### src/rtl/cmd_filter_pkg.sv
package cmd_filter_pkg;
  typedef enum logic [1:0] {
    ACC_NONE  = 2'd0,
    ACC_READ  = 2'd1,
    ACC_WRITE = 2'd2
  } acc_kind_e;
endpackage

### src/rtl/slot_fields.sv
module slot_fields #(
  parameter int SLOT_W = 20,
  parameter int IDX_W  = 7,
  parameter int DATA_W = 16
) (
  input  logic [SLOT_W-1:0] slot1_i,
  input  logic [SLOT_W-1:0] slot2_i,
  output logic              dir_read_o,
  output logic [IDX_W-1:0]  idx_o,
  output logic [DATA_W-1:0] data_o
);
  localparam int DIR_BIT  = SLOT_W - 1;
  localparam int IDX_LSB  = DIR_BIT - IDX_W;
  localparam int DATA_LSB = SLOT_W - DATA_W;

  assign dir_read_o = slot1_i[DIR_BIT];
  assign idx_o      = slot1_i[DIR_BIT-1:IDX_LSB];
  assign data_o     = slot2_i[SLOT_W-1:DATA_LSB];
endmodule

### src/rtl/tag_classify.sv
module tag_classify
  import cmd_filter_pkg::*;
#(
  parameter int             TAG_W  = 16,
  parameter int             ID_W   = 2,
  parameter logic [ID_W-1:0] SEC_ID = 2'b01
) (
  input  logic [TAG_W-1:0] tag_i,
  input  logic             dir_read_i,
  input  logic             secondary_i,
  output acc_kind_e        kind_o
);
  localparam int FV_BIT  = TAG_W - 1;
  localparam int AV_BIT  = TAG_W - 2;
  localparam int DV_BIT  = TAG_W - 3;

  logic            frame_ok, addr_v, data_v;
  logic [ID_W-1:0] id;
  acc_kind_e       prim_kind, sec_kind;

  assign frame_ok = tag_i[FV_BIT];
  assign addr_v   = tag_i[AV_BIT];
  assign data_v   = tag_i[DV_BIT];
  assign id       = tag_i[ID_W-1:0];

  // primary: slot-valid tags rule; only the top ID bit excludes it
  always_comb begin
    prim_kind = ACC_NONE;
    if (frame_ok && addr_v && !id[ID_W-1]) begin
      if (data_v) prim_kind = dir_read_i ? ACC_NONE : ACC_WRITE;
      else        prim_kind = ACC_READ;
    end
  end

  // secondary: tags clear, ID must match
  always_comb begin
    sec_kind = ACC_NONE;
    if (frame_ok && !addr_v && !data_v && (id == SEC_ID))
      sec_kind = dir_read_i ? ACC_READ : ACC_WRITE;
  end

  assign kind_o = secondary_i ? sec_kind : prim_kind;
endmodule

### src/rtl/strobe_out.sv
module strobe_out
  import cmd_filter_pkg::*;
#(
  parameter int IDX_W  = 7,
  parameter int DATA_W = 16
) (
  input  logic              clk_i,
  input  logic              rst_ni,
  input  logic              stb_i,
  input  acc_kind_e         kind_i,
  input  logic [IDX_W-1:0]  idx_i,
  input  logic [DATA_W-1:0] data_i,
  output logic              rd_stb_o,
  output logic              wr_stb_o,
  output logic [IDX_W-1:0]  idx_o,
  output logic [DATA_W-1:0] data_o
);
  logic take_rd, take_wr;

  assign take_rd = stb_i && (kind_i == ACC_READ);
  assign take_wr = stb_i && (kind_i == ACC_WRITE);

  always_ff @(posedge clk_i or negedge rst_ni) begin
    if (!rst_ni) begin
      rd_stb_o <= 1'b0;
      wr_stb_o <= 1'b0;
    end else begin
      rd_stb_o <= take_rd;
      wr_stb_o <= take_wr;
    end
  end

  always_ff @(posedge clk_i or negedge rst_ni) begin
    if (!rst_ni)                idx_o <= '0;
    else if (take_rd || take_wr) idx_o <= idx_i;
  end

  always_ff @(posedge clk_i or negedge rst_ni) begin
    if (!rst_ni)      data_o <= '0;
    else if (take_wr) data_o <= data_i;
  end

  p_excl_r9: assert property (@(posedge clk_i) disable iff (!rst_ni)
    !(rd_stb_o && wr_stb_o));
  p_needs_stb_r9: assert property (@(posedge clk_i) disable iff (!rst_ni)
    (rd_stb_o || wr_stb_o) |-> $past(stb_i));
  p_idx_hold_r11: assert property (@(posedge clk_i) disable iff (!rst_ni)
    !(rd_stb_o || wr_stb_o) |-> $stable(idx_o));
  p_data_hold_r11: assert property (@(posedge clk_i) disable iff (!rst_ni)
    !wr_stb_o |-> $stable(data_o));
endmodule

### src/rtl/cmd_slot_filter.sv
module cmd_slot_filter
  import cmd_filter_pkg::*;
#(
  parameter int              TAG_W  = 16,
  parameter int              SLOT_W = 20,
  parameter int              IDX_W  = 7,
  parameter int              DATA_W = 16,
  parameter int              ID_W   = 2,
  parameter logic [ID_W-1:0] SEC_ID = 2'b01
) (
  input  logic              clk_i,
  input  logic              rst_ni,
  input  logic              secondary_i,
  input  logic              frame_stb_i,
  input  logic [TAG_W-1:0]  tag_i,
  input  logic [SLOT_W-1:0] slot1_i,
  input  logic [SLOT_W-1:0] slot2_i,
  output logic              rd_stb_o,
  output logic              wr_stb_o,
  output logic [IDX_W-1:0]  reg_idx_o,
  output logic [DATA_W-1:0] wr_data_o
);
  localparam int FV_BIT   = TAG_W - 1;
  localparam int AV_BIT   = TAG_W - 2;
  localparam int DV_BIT   = TAG_W - 3;
  localparam int DIR_BIT  = SLOT_W - 1;
  localparam int DATA_LSB = SLOT_W - DATA_W;

  logic              dir_read;
  logic [IDX_W-1:0]  idx;
  logic [DATA_W-1:0] data;
  acc_kind_e         kind;

  slot_fields #(.SLOT_W(SLOT_W), .IDX_W(IDX_W), .DATA_W(DATA_W)) u_fields (
    .slot1_i    (slot1_i),
    .slot2_i    (slot2_i),
    .dir_read_o (dir_read),
    .idx_o      (idx),
    .data_o     (data)
  );

  tag_classify #(.TAG_W(TAG_W), .ID_W(ID_W), .SEC_ID(SEC_ID)) u_classify (
    .tag_i       (tag_i),
    .dir_read_i  (dir_read),
    .secondary_i (secondary_i),
    .kind_o      (kind)
  );

  strobe_out #(.IDX_W(IDX_W), .DATA_W(DATA_W)) u_out (
    .clk_i    (clk_i),
    .rst_ni   (rst_ni),
    .stb_i    (frame_stb_i),
    .kind_i   (kind),
    .idx_i    (idx),
    .data_i   (data),
    .rd_stb_o (rd_stb_o),
    .wr_stb_o (wr_stb_o),
    .idx_o    (reg_idx_o),
    .data_o   (wr_data_o)
  );

  p_frame_valid_r1: assert property (@(posedge clk_i) disable iff (!rst_ni)
    (rd_stb_o || wr_stb_o) |-> $past(tag_i[FV_BIT]));
  p_prim_addr_r3: assert property (@(posedge clk_i) disable iff (!rst_ni)
    ((rd_stb_o || wr_stb_o) && !$past(secondary_i)) |-> $past(tag_i[AV_BIT]));
  p_prim_dir_r4: assert property (@(posedge clk_i) disable iff (!rst_ni)
    (wr_stb_o && !$past(secondary_i)) |-> !$past(slot1_i[DIR_BIT]));
  p_sec_tags_r6: assert property (@(posedge clk_i) disable iff (!rst_ni)
    ((rd_stb_o || wr_stb_o) && $past(secondary_i))
      |-> !$past(tag_i[AV_BIT]) && !$past(tag_i[DV_BIT]));
  p_id_r7: assert property (@(posedge clk_i) disable iff (!rst_ni)
    (rd_stb_o || wr_stb_o) |-> !$past(tag_i[ID_W-1]));
  p_wdata_r8: assert property (@(posedge clk_i) disable iff (!rst_ni)
    wr_stb_o |-> (wr_data_o == $past(slot2_i[SLOT_W-1:DATA_LSB])));
endmodule

### config.mk
export PLATFORM = sky130hd
export DESIGN_NAME = cmd_slot_filter
export DESIGN_NICKNAME = d
export VERILOG_FILES = /design/src/rtl/cmd_filter_pkg.sv /design/src/rtl/slot_fields.sv /design/src/rtl/tag_classify.sv /design/src/rtl/strobe_out.sv /design/src/rtl/cmd_slot_filter.sv
export SDC_FILE = /design/constraint.sdc
export NUM_CORES = 1
export LEC_CHECK = 0
export ABC_AREA = 1
export BUFFER_PORTS_ARGS = -buffer_cell sky130_fd_sc_hd__buf_2
export CORE_ASPECT_RATIO = 1.1
export CORE_MARGIN = 3
export CORE_UTILIZATION = 35
export CTS_CLUSTER_SIZE = 20
export DETAILED_ROUTE_END_ITERATION = 8
export GPL_TIMING_DRIVEN = 0
export HOLD_SLACK_MARGIN = 0.08
export PLACE_DENSITY = 0.8
export SKIP_CTS_REPAIR_TIMING = 1
export SYNTH_ARGS = -nofsm -noshare
export SYNTH_HDL_FRONTEND = slang
export SYNTH_SLANG_ARGS = --single-unit
export TNS_END_PERCENT = 30
### constraint.sdc
create_clock -name clk_i -period 0.8 [get_ports clk_i]
set_input_delay 0.12 -clock clk_i [delete_from_list [all_inputs] [get_ports clk_i]]
set_output_delay 0.12 -clock clk_i [all_outputs]
set_load 0.02 [all_outputs]
# --- Yosys cells after proc, flatten, opt, wreduce, memory -nomap -nowiden ---
# Cells that the tools add are included.
totals:
  elab_cells: 24
  inputBits: 60
  out_inout_bits: 25
  regBits: 25
op_classes:
  eq_ne: 3
  muxes: 6
  reduce_logical: 11
op_table:
  columns: ["op", "count"]
  rows:
  - ["2-to-1 mux 2 bit", 6]
  - ["logical AND 1 bit", 7]
  - ["== test 2 x 1 -> 1 bit (second input constant)", 2]
  - ["logical NOT 1 bit", 3]
  - ["== test 2 bit (second input constant)", 1]
  - ["logical OR 1 bit", 1]

# --- Depth between registers and ports, before layout ---
logic_depth:
  ltp_word: 9
  depth_mapped: 9
  mapped_depth_nobuf: 8

# --- By module ---
# A second synthesis with hierarchy kept.
hier_totals:
  hier_cells: 144
  area_unflattened_um2: 1209.9
modules_own_cells:
  columns: ["mod", "seq_area_each_um2", "area_each_um2", "n_inst", "cells_per_inst"]
  rows:
  - ["strobe_out", 625.6, 965.9, 1, 104]
  - ["slot_fields", 0.0, 180.2, 1, 24]
  - ["tag_classify", 0.0, 63.8, 1, 16]

# --- Worst setup path before layout ---
# No wires, ideal clock.
synth_timing:
  path_type: "input port to flip-flop"
  from: "input port tag_i[13]"
  to: "register u_out.data_o[0]"
  t_required_ns: 0.684
  setup_ns: 0.116
  arrival_time_ns: 0.869
  n_path_buf: 1
  slack_ns: -0.185
  cell_stages: 7
  cell_sequence: "nor2_2 -> nand3_2 -> a21oi_4 -> nand2_4 -> buf_2 -> nand2_1 -> nand2_1"
synth_between:
  elab_chain_len: 7
  elab_cells_between_ends: 9
  classes_between: "eq/ne: 1; mux: 4; reduce/logical: 4"
synth_lines:
  columns: ["element", "line", "source"]
  rows:
  - ["start: declaration", "cmd_slot_filter.sv:15", "input logic [TAG_W-1:0] tag_i,"]
  - ["logical NOT 1 bit", "tag_classify.sv:38", "if (frame_ok && !addr_v && !data_v && (id == SEC_ID))"]
  - ["logical AND 1 bit (2 in a row)", "tag_classify.sv:38", null]
  - ["2-to-1 mux 2 bit", "tag_classify.sv:38", null]
  - ["2-to-1 mux 2 bit (*)", "tag_classify.sv:42", "assign kind_o = secondary_i ? sec_kind : prim_kind;"]
  - ["== test 2 bit (*)", "strobe_out.sv:21", "assign take_wr = stb_i && (kind_i == ACC_WRITE);"]
  - ["logical AND 1 bit (*)", "strobe_out.sv:21", null]
  - ["end signal: assignment", "strobe_out.sv:40", "else if (take_wr) data_o <= data_i;"]
  - ["end: declaration", "strobe_out.sv:16", "output logic [DATA_W-1:0] data_o"]
# Every way passes the cells marked *; elsewhere a longest branch is shown, timed or not.
# A chain may end at the register's enable or synchronous reset.

# --- Worst setup path in the final report ---
layout_timing:
  from: "register u_out.idx_o[4]"
  to: "output port reg_idx_o[4]"
layout_rtl:
  columns: ["element", "line", "source"]
  rows:
  - ["start: declaration", "strobe_out.sv:15", "output logic [IDX_W-1:0] idx_o,"]
  - ["start signal: assignment", "strobe_out.sv:35", "else if (take_rd || take_wr) idx_o <= idx_i;"]
  - ["end: declaration", "cmd_slot_filter.sv:20", "output logic [IDX_W-1:0] reg_idx_o,"]
# No word-level cell between the ends.

==> Flow_metrics.wiki <==
{| class="wikitable"
! Metric !! Value
|-
| Run status || finished with violations
|-
| Violations in the final reports || setup timing
|-
| Num rows || 20
|-
| Final Cycle Share || 127%
|-
| Share of final-layout standard cells stronger than drive strength 1 || approximately two fifths
|-
| RSZ-0062 raised after global routing || yes
|-
| Per-instance average area after synthesis || just under 9 um^2
|-
| Initial antenna violation count || 0
|-
| Total via count in the routed design || 1088
|-
| Post-synth top area share || between 50% and 60%
|-
| Crit path buf inv count || 1
|-
| Maximum achievable frequency || between 900 and 1000 MHz
|-
| Seq/Total Area, Yosys || 57.3%
|-
| Most used standard cell by instance count after synthesis || nand2_1
|-
| Total CTS buffers || 3
|-
| Share of synthesized flip-flops with an asynchronous set or reset || 100%
|-
| Period minus WS final || between 1 and 1.5 ns
|-
| Clock Sink Count || 25
|-
| Die Area || ~3800 um^2
|-
| Delay of the slowest cell on the worst path || between 0.4 and 0.5 ns
|-
| Static Leakage || between 1 and 1.5 nW
|-
| Count of flip-flops with a built-in enable after synthesis || 0
|-
| Distinct cell type count of the synthesized netlist || 18
|-
| Register bit count reported by yosys || 25
|-
| Startpoint Class || flip-flop
|-
| Clk root buf || clkbuf_4
|-
| First-pass GRT wire length || between 4 and 5 mm
|-
| Reg2reg path depth || 3
|-
| Filler instances || approximately 240
|-
| Met3 global-route usage || ~2%
|-
| Number of nets in the synthesized netlist || between 150 and 200
|-
| Final Max Slew Viols || 0
|-
| Avg Vias per Cell || around 4.4
|-
| Worst clock skew || 0 ns
|-
| Synthesized netlist cell count || roughly 120
|-
| Die extent in x || between 50 and 60 um
|-
| Starting Density || between 30 and 40%
|-
| Count of antenna-violating nets left after detailed routing || 0
|-
| Met2 usage in global routing || roughly a quarter
|-
| Hold-critical path depth || 3
|-
| Overflow after GRT || 0
|-
| CTS tree || yes
|-
| Estimated wirelength of the detail-placed design || 1.95 mm
|-
| Maximum number of pins on one net before global-route repair || 26
|-
| Setup Crit Path Kind || flip-flop to output pin
|-
| Global-route track usage on met1 || between 10% and 20%
|-
| Final setup margin || -0.219 ns
|-
| Buffers from clock root to sink, at most || 2
|-
| Yosys warns || 0
|-
| Total negative slack for setup checks || -4.93 ns
|-
| Violation count after the first detailed-route iteration || between 40 and 50
|-
| Largest fanout on the critical path || 2
|-
| Worst path arrival time || 0.90 ns
|-
| Post-route DRC violation count || 0
|-
| Number of failing setup endpoints in the final timing report || 26
|-
| Cell area after synthesis || 1090 um^2
|-
| Data required time at the worst endpoint || 0.68 ns
|-
| Vias in the first global route || 884
|-
| Most frequent cells after synthesis || nand2_1 (67), dfrtp_1 (25), nand3_1 (8)
|-
| Worst-margin pin slew || 0.542 ns
|-
| Area contributors post-synth || dfrtp_1 (57%), nand2_1 (23%), nand3_1 (3.7%), nand2_2 (2.3%), inv_1 (2.1%)
|-
| Hold WS || 0.172 ns
|-
| Clock latency on the worst-skew pair || about 0.32 ns
|-
| IO Port Bufs || 57
|-
| Die Y || approximately 65 um
|-
| Weighted congestion reported at the end of routability-driven placement || a little over 0.7
|-
| All-layer global routing usage || 13.7%
|-
| Area growth from synthesis to layout || 71.2%
|-
| Crit-path slowest cell || dfrtp_1
|-
| Max-cap check violation count || 0
|-
| Aggregate routed wire length || roughly 3 mm
|-
| Hold/Removal Path Class || input pin to flip-flop
|-
| Worst relative slew slack || 63.9%
|-
| Type of destination of the critical path || output pin
|-
| Dominant register cell in the synthesized netlist || dfrtp_1
|-
| Placeable core region || about 2900 um^2
|-
| Crit path cell chain || buf_6
|-
| Routed WL per cell || roughly 12 um
|-
| WP depth || 1
|-
| Final design area excluding fillers || about 1900 um^2
|-
| Hold Fails Final Rpt || 0
|-
| Delay-heaviest family, CP || flip-flops
|-
| Nets || 276
|-
| Power Density || between 1500 and 2000 nW/um^2
|-
| Total placed instance area || 1460 um^2
|-
| Most used routing layer in global routing || met2
|-
| Antenna diodes || 0
|-
| IR Drop Worst-Case VDD || around 1 mV
|-
| Utilization after layout || between 60% and 70%
|-
| Initial DRT Pass Iterations || 4
|-
| Cell taking the most area after synthesis || dfrtp_1
|-
| Clock-pin transition on the worst setup and hold timing paths || between 0.1 and 0.15 ns
|-
| I/O Pins || 85
|-
| H-tree lvl count || 1
|}
[state kept, by name (all words and copies together) (netlist names)]
name	count
u_out.data_o	16
u_out.idx_o	7
u_out.wr_stb_o	1
u_out.rd_stb_o	1
[final timing paths]
path	end	slack (ns)	start
setup / recovery	reg_idx_o[4]	-0.22	u_out.idx_o[4]$_DFFE_PN0P_
min in group asynchronous	u_out.data_o[7]$_DFFE_PN0P_	0.30	rst_ni
hold reg to reg	u_out.data_o[6]$_DFFE_PN0P_	0.49	u_out.data_o[6]$_DFFE_PN0P_
hold / removal	u_out.rd_stb_o$_DFF_PN0_	0.17	frame_stb_i
max in group asynchronous	u_out.idx_o[3]$_DFFE_PN0P_	0.14	rst_ni
setup reg to reg	u_out.idx_o[4]$_DFFE_PN0P_	0.01	u_out.idx_o[4]$_DFFE_PN0P_
[where the power goes]
group	leakage, nW	switching [mW]	internal, mW	total, mW
registers	0.316	0.155	1.50	1.65
clock network	0.0139	0.384	0.191	0.575
logic	0.720	0.683	0.666	1.35
[tightest hold or removal path, delay by kind of cell]
kind | cells | cell delay, ns
buf+inv | 2 | 0.17
simple gates | 1 | 0.17
[stage by stage]
stage / power [mW] / worst slack, ns / std cells
6_report: 3.57 / -0.219 / 248
3_5_place_dp: 2.65 / -0.389 / 214
2_1_floorplan: 2.21 / -0.134 / 124
4_1_cts: 3.22 / -0.247 / 218
5_1_grt: 3.79 / -0.266 / 248
3_3_place_gp: 2.61 / -0.349 / 214
[cell type report]
cell class,instances,area (um^2),area share [%]
repair buffers,87,658,35.2
flip-flops and latches,25,626,33.4
multi-input cells,88,438,23.4
plain buffers,3,42.5,2.27
well taps,33,41.3,2.21
inverters,8,35.0,1.87
clock buffers,3,22.5,1.20
clock inverters,1,7.51,0.401
[layout by cell type, fill, tap and decap left out, drive strengths merged]
cell type / netlist / layout
a21boi: 1 / 1
a21oi: 3 / 3
buf: 3 / 66
clkbuf: 0 / 3
clkinvlp: 0 / 1
dfrtp: 25 / 25
dlygate4sd3: 0 / 24
inv: 8 / 8
nand2: 72 / 72
nand3: 9 / 9
nand4: 1 / 1
nor2: 2 / 2
[cells by family after synthesis]
kind of cell	count (synthesis)	share of synthesized area, %
AO/OA/AOI/OAI	4	3.78
AND/OR/NAND/NOR	84	32.4
buffers and inverters	11	6.53
flip-flops	25	57.3
[metal layers]
metal	vias to the layer above	part of all wire [%]
met5	-	0
met4	0	2.0
met3	6	4.1
met2	29	54
met1	490	40
li1	563	-
Power figures use the tool's default switching activity.
